### src/rtl/serial_cmd_master.sv
module serial_cmd_master #(
  parameter int W    = 32,
  parameter int STEP = 4
) (
  input  logic         clk,
  input  logic         rst,
  input  logic         start,
  input  logic [W-1:0] cmd,
  output logic         busy,
  output logic         done,
  output logic [W-1:0] reply,
  output logic         ser_clk,
  output logic         ser_dout,
  input  logic         ser_din
);
  localparam int CW = (STEP > 1) ? $clog2(STEP) : 1;
  localparam int BW = $clog2(W);

  typedef enum logic [2:0] {
    S_IDLE, S_OPEN_D, S_OPEN_C, S_SETUP, S_HIGH, S_LOW, S_CLOSE_C, S_CLOSE_D
  } state_t;

  state_t         state, nxt;
  logic [CW-1:0]  cnt;
  logic [BW-1:0]  idx;
  logic [W-1:0]   tx, rx;
  logic [1:0]     page_q;
  logic           step_end;

  assign step_end = (cnt == CW'(STEP - 1));
  assign busy     = (state != S_IDLE);

  always_comb begin
    nxt = state;
    case (state)
      S_IDLE:    if (start)    nxt = S_OPEN_D;
      S_OPEN_D:  if (step_end) nxt = S_OPEN_C;
      S_OPEN_C:  if (step_end) nxt = S_SETUP;
      S_SETUP:   if (step_end) nxt = S_HIGH;
      S_HIGH:    if (step_end) nxt = S_LOW;
      S_LOW:     if (step_end) nxt = (idx == BW'(W - 1)) ? S_CLOSE_C : S_SETUP;
      S_CLOSE_C: if (step_end) nxt = S_CLOSE_D;
      S_CLOSE_D: if (step_end) nxt = S_IDLE;
      default:                 nxt = S_IDLE;
    endcase
  end

  always_ff @(posedge clk) begin
    if (rst) begin
      state    <= S_IDLE;
      cnt      <= '0;
      idx      <= '0;
      tx       <= '0;
      rx       <= '0;
      page_q   <= '0;
      ser_clk  <= 1'b1;
      ser_dout <= 1'b1;
      done     <= 1'b0;
      reply    <= '0;
    end else begin
      done  <= 1'b0;
      state <= nxt;
      if (busy) cnt <= step_end ? '0 : cnt + 1'b1;

      if (state == S_LOW && step_end) begin
        tx  <= {tx[W-2:0], 1'b0};
        rx  <= {rx[W-2:0], ser_din};
        idx <= idx + 1'b1;
      end

      if (state != nxt) begin
        case (nxt)
          S_OPEN_D: begin
            ser_dout <= 1'b0;
            tx       <= cmd;
            page_q   <= cmd[W-1:W-2];
            idx      <= '0;
            cnt      <= '0;
          end
          S_OPEN_C:  ser_clk  <= 1'b0;
          S_SETUP:   ser_dout <= (state == S_LOW) ? tx[W-2] : tx[W-1];
          S_HIGH:    ser_clk  <= 1'b1;
          S_LOW:     ser_clk  <= 1'b0;
          S_CLOSE_C: begin
            ser_clk  <= 1'b1;
            ser_dout <= 1'b0;
          end
          S_CLOSE_D: ser_dout <= 1'b1;
          S_IDLE: begin
            done  <= 1'b1;
            reply <= {page_q, rx[W-3:0]};
          end
          default: ;
        endcase
      end
    end
  end
endmodule

### config.mk
export PLATFORM = sky130hd
export DESIGN_NAME = serial_cmd_master
export DESIGN_NICKNAME = d
export VERILOG_FILES = /design/src/rtl/serial_cmd_master.sv
export SDC_FILE = /design/constraint.sdc
export NUM_CORES = 1
export LEC_CHECK = 0
export BUFFER_PORTS_ARGS = -buffer_cell sky130_fd_sc_hd__buf_2
export CAP_MARGIN = 15
export CELL_PAD_IN_SITES_DETAIL_PLACEMENT = 0
export CELL_PAD_IN_SITES_GLOBAL_PLACEMENT = 1
export CORE_AREA = 2 2 126 128
export DETAILED_ROUTE_END_ITERATION = 8
export DIE_AREA = 0 0 128 130
export PLACE_DENSITY = 0.56
export SYNTH_ARGS = -nofsm -noshare
export SYNTH_HDL_FRONTEND = slang
export SYNTH_SLANG_ARGS = --single-unit
### constraint.sdc
create_clock -name clk -period 2.9 [get_ports clk]
set_input_delay 0.58 -clock clk [delete_from_list [all_inputs] [get_ports clk]]
set_output_delay 0.58 -clock clk [all_outputs]
set_load 0.01 [all_outputs]
Yosys cells after proc, flatten, opt, wreduce, memory -nomap -nowiden --
Cells that the tools add are included.
Storage, ports and cells: memories kept 0, logic and storage cells 68, bits in writable memories 0, bits of input ports 36, bits in read-only memories 0, bits in latches 0, output and inout port bits 36, register bits 109
Operators by class: multiplexer cells 24, $mul 0, $lt $le $gt $ge 0, shift-type cells 0, div/mod/pow operators 0, equal/unequal tests 17, $add $sub $neg 2, bitwise gates (word level) 1, reductions and logical operators 14
Operators with widths (count):
- two-way mux 32 bit | 3
- two-way mux 3 bit | 9
- == test 3 bit, second input constant | 8
- one-hot mux 3 bit (8 select lines) | 1
- two-way mux 5 bit | 3
- == test 3 x 2 -> 1 bit, second input constant | 4
- two-way mux 2 bit | 4
- AND reduction 2 bit | 4
- OR reduction 2 bit | 4
- == test 3 x 1 -> 1 bit, second input constant | 2
- zero test 3 bit | 2
- nonzero test 3 bit | 2
- adder 5 x 1 -> 5 bit, second input constant | 1
- == test 5 bit, second input constant | 1
- != test 3 bit | 1
- one-hot mux 1 bit (3 select lines) | 1
- adder 2 x 1 -> 2 bit, second input constant | 1
- == test 2 bit, second input constant | 1
- two-way mux 1 bit | 2
- one-hot mux 1 bit (2 select lines) | 1
- nonzero test 2 bit | 1
- logical AND 1 bit | 1
- inverter 1 bit | 1

Depth between registers and ports, before layout --
depth after elaboration 8, gate-level depth with buffers 7, mapped depth without buffers 7

Worst setup path before layout --
No wires, ideal clock.
path kind reg2reg, start point reg idx[0], end point reg ser_dout, arrival 1.604 ns, slack 1.211 ns, required time 2.814 ns, cell stages (with the launch flop) 8, path through dfxtp_1 -> ha_1 -> and3_1 -> ha_1 -> nor2b_1 -> mux2_2 -> and3_1 -> a211oi_1
On the way: longest elaborated chain between the ends 8, elaborated cells between the ends (all ways) 13
Ends and longest elaborated chain:
- from (decl) | line 25 | logic [BW-1:0] idx;
- from (signal assigned) | line 68 | idx <= idx + 1'b1;
- == test 5 bit (*) | line 41 | S_LOW: if (step_end) nxt = (idx == BW'(W - 1)) ? S_CLOSE_C : S_SETUP;
- two-way mux 3 bit (*) (2 in series) | line 41
- one-hot mux 3 bit (8 select lines) (*) | line 35 | case (state)
- == test 3 x 1 -> 1 bit or == test 3 bit (tied branches) | line 72 | case (nxt)
- OR reduction 2 bit (no line)
- nonzero test 3 bit (no line)
- AND reduction 2 bit (no line)
- to (signal assigned) | line 81 | S_SETUP: ser_dout <= (state == S_LOW) ? tx[W-2] : tx[W-1];
- to (decl) | line 13 | output logic ser_dout,
Every way passes the cells marked *; elsewhere a longest branch is shown, timed or not. A chain may end at the register's enable or synchronous reset.

Final worst setup path --
start point reg state[0], end point out busy
On the way: longest elaborated chain between the ends 1
Ends and longest elaborated chain:
- from (decl) | line 23 | state_t state, nxt;
- from (signal assigned) | line 62 | state <= nxt;
- nonzero test 3 bit | line 31 | assign busy = (state != S_IDLE);
- to (decl) | line 9 | output logic busy,
Every way passes these cells.

==> impl_metrics.tcl <==
set metrics [dict create \
    status "complete, no violations" \
    async_reset_ff_share_pct 0 \
    ys_ff_latch 109 \
    cp-startpoint "state[0]$_SDFF_PP0_" \
    die_h_um 130 \
    critPathLaunchType "register" \
    final_antenna_net_count 0 \
    seq_area_frac_synth_pct 48.6 \
    grt_pass1_vias 3469 \
    start_util_pct 29.1 \
    dieArea_um2 16600 \
    drt_wl_total_mm 10.5 \
    hold_class "register to register" \
    post_cts_resized 0 \
    dp_cells 772 \
    drtIter0Drc 259 \
    period_minus_slack_ps 2060 \
    timing.hold.ws_ps 451 \
    setup_viol 0 \
    worst-setup-path-type "register to primary output" \
    vias 3670 \
    wire_per_inst_um 13.3 \
    cap_violations 0 \
    finalClockSkew_ps 7.62 \
    cts_tree "done" \
    final_common_cell "nand2_1" \
    postLayoutCoreUtil_pct 34.0 \
    hold_buffers 0 \
    core_area_um2 15400 \
    avgSynthCellArea_um2 8.30 \
    worstMarginPinSlew_ps 613 \
    synth_cell_types 34 \
    cts.clk_slew.worst_paths_ps 70 \
    rsz0062_at_grt "no" \
    slew_viol_final 0 \
    cts_sinks 109 \
    hold_viol 0 \
    cts_setup_buffers 0 \
    grt.total_usage_pct 13.2 \
    timing.fmax_ghz 0.486 \
    endpoint_kind "primary output" \
    globalplace.congestion 0.724 \
    drt_first_pass_iters 4 \
    cts_buffers 9 \
    grt_overflow 0 \
    power_density_nw_per_um2 569 \
    final_cell_mix "nand2_1, dfxtp_1, a21oi_1, buf_2, nor2_1" \
    area_delta_synth_final_pct 16.8 \
    total_power_uw 2990 \
    drc 0 \
    fin_crit_sh_pct 71.0 \
    synth-edff-count 0 \
    synthFlopType "dfxtp_1" \
    cp.arrival_ps 1480 \
    drive_above_1_share_pct 22.7 \
    die_x_um 128 \
    syn_area_um2 4490 \
    crit_required_ps 2320 \
    grt_max_degree 49 \
    ys_warn_count 0 \
    clock_latency_ps 360 \
    r2r-start "state[0]$_SDFF_PP0_" \
    cts_buffer_depth 2 \
    finalNonFillerCells 788 \
    ir_drop_mv 0.285 \
    finalNetCount 630 \
    p_leak_uw 0.00191 \
    synth_nets 580 \
    io_pins 72 \
    row_count 46 \
    antenna_found_initial 0 \
    antennaDiodeCount 0 \
    port_buffers 71 \
    grt_pass1_wl_mm 17.4 \
    tns_ps 0 \
    htreeDepth 3 \
    hpwlAfterDp_mm 6.66 \
    synth_cells 541 \
    ff2ff_setup_slack_ps 920 \
    path_max_fanout 17 \
    worstHoldStart "reply[17]$_SDFFE_PP0P_" \
    cts_root_buffer "clkbuf_16" \
    via_per_inst 4.66 \
    relSlewSlack_pct 59.1 \
]
cells by family after synthesis:
kind of cell             Yosys count  share of synthesized area [%]
AO/OA/AOI/OAI                    115                           20.1
buffers and inverters             48                           5.77
flip-flops                       109                           48.6
AND/OR/NAND/NOR                  257                           22.7
multiplexers                       5                           1.20
adder cells (fa/ha/maj)            3                          0.836
XOR/XNOR                           4                          0.780
cell usage after synthesis, drive strengths merged, types with 2 or more instances:
cell type,instances,area share [%]
a211oi,3,0.50
nand3,2,0.22
a311oi,29,9.7
xor2,3,0.59
nand2b,3,0.59
clkbuf,13,1.1
nand4,2,0.28
mux2i,2,0.45
inv,3,0.25
nor2,40,3.3
and3,2,0.28
nand2,198,17
ha,3,0.84
a31oi,2,0.28
dfxtp,109,49
a21oi,70,7.8
a221oi,2,0.39
o21ai,3,0.33
nor3,3,0.33
mux2,3,0.75
buf,32,4.4
nor2b,4,0.56
a211o,2,0.39
where the power goes:
part	internal [µW]	switching, µW	leakage [µW]	total (µW)
Sequential	1540	28.8	0.000886	1570
Clock	636	580	0.000137	1220
Combinational	86.6	114	0.000891	201
Total	2260	723	0.00191	2990
worst paths after layout:
check | endpoint | cells after the start
setup / recovery | busy | 3
hold / removal | reply[17]$_SDFFE_PP0P_ | 2
setup reg to reg | tx[11]$_SDFF_PP0_ | 4
hold reg to reg | reply[17]$_SDFFE_PP0P_ | 2
stage by stage:
step	setup WS (ps)	area (µm²)
2_1_floorplan	1210	4490
3_3_place_gp	755	4960
4_1_cts	825	5240
6_report	841	5240
3_5_place_dp	706	4960
5_1_grt	697	5240
final cells by class:
type / count / area, µm²
Multi-Input combinational cell: 384 / 2050
Timing Repair Buffer: 84 / 468
Fill cell: 1661 / 10200
Sequential cell: 109 / 2180
Tap cell: 192 / 240
Clock buffer: 12 / 256
Clock inverter: 4 / 31.3
Inverter: 3 / 11.3
registers in the layout, summed over array words and instances, names as in the netlist:
register / count
rx: 30
page_q: 2
idx: 5
cnt: 2
done: 1
tx: 32
state: 3
reply: 32
ser_dout: 1
ser_clk: 1
metal layers:
metal / global-route usage [%] / wire length (µm)
met1: 17.4 / 5230
met2: 20.4 / 4590
met3: 3.12 / 493
met4: 6.59 / 198
met5: 0 / 0
worst max-delay path, cell delays in order (launching register included):
cell     delay [ps]
dfxtp_1         460
nor3_1          400
inv_1           100
buf_2           160
Note: power is estimated with default switching activity, not from simulation.
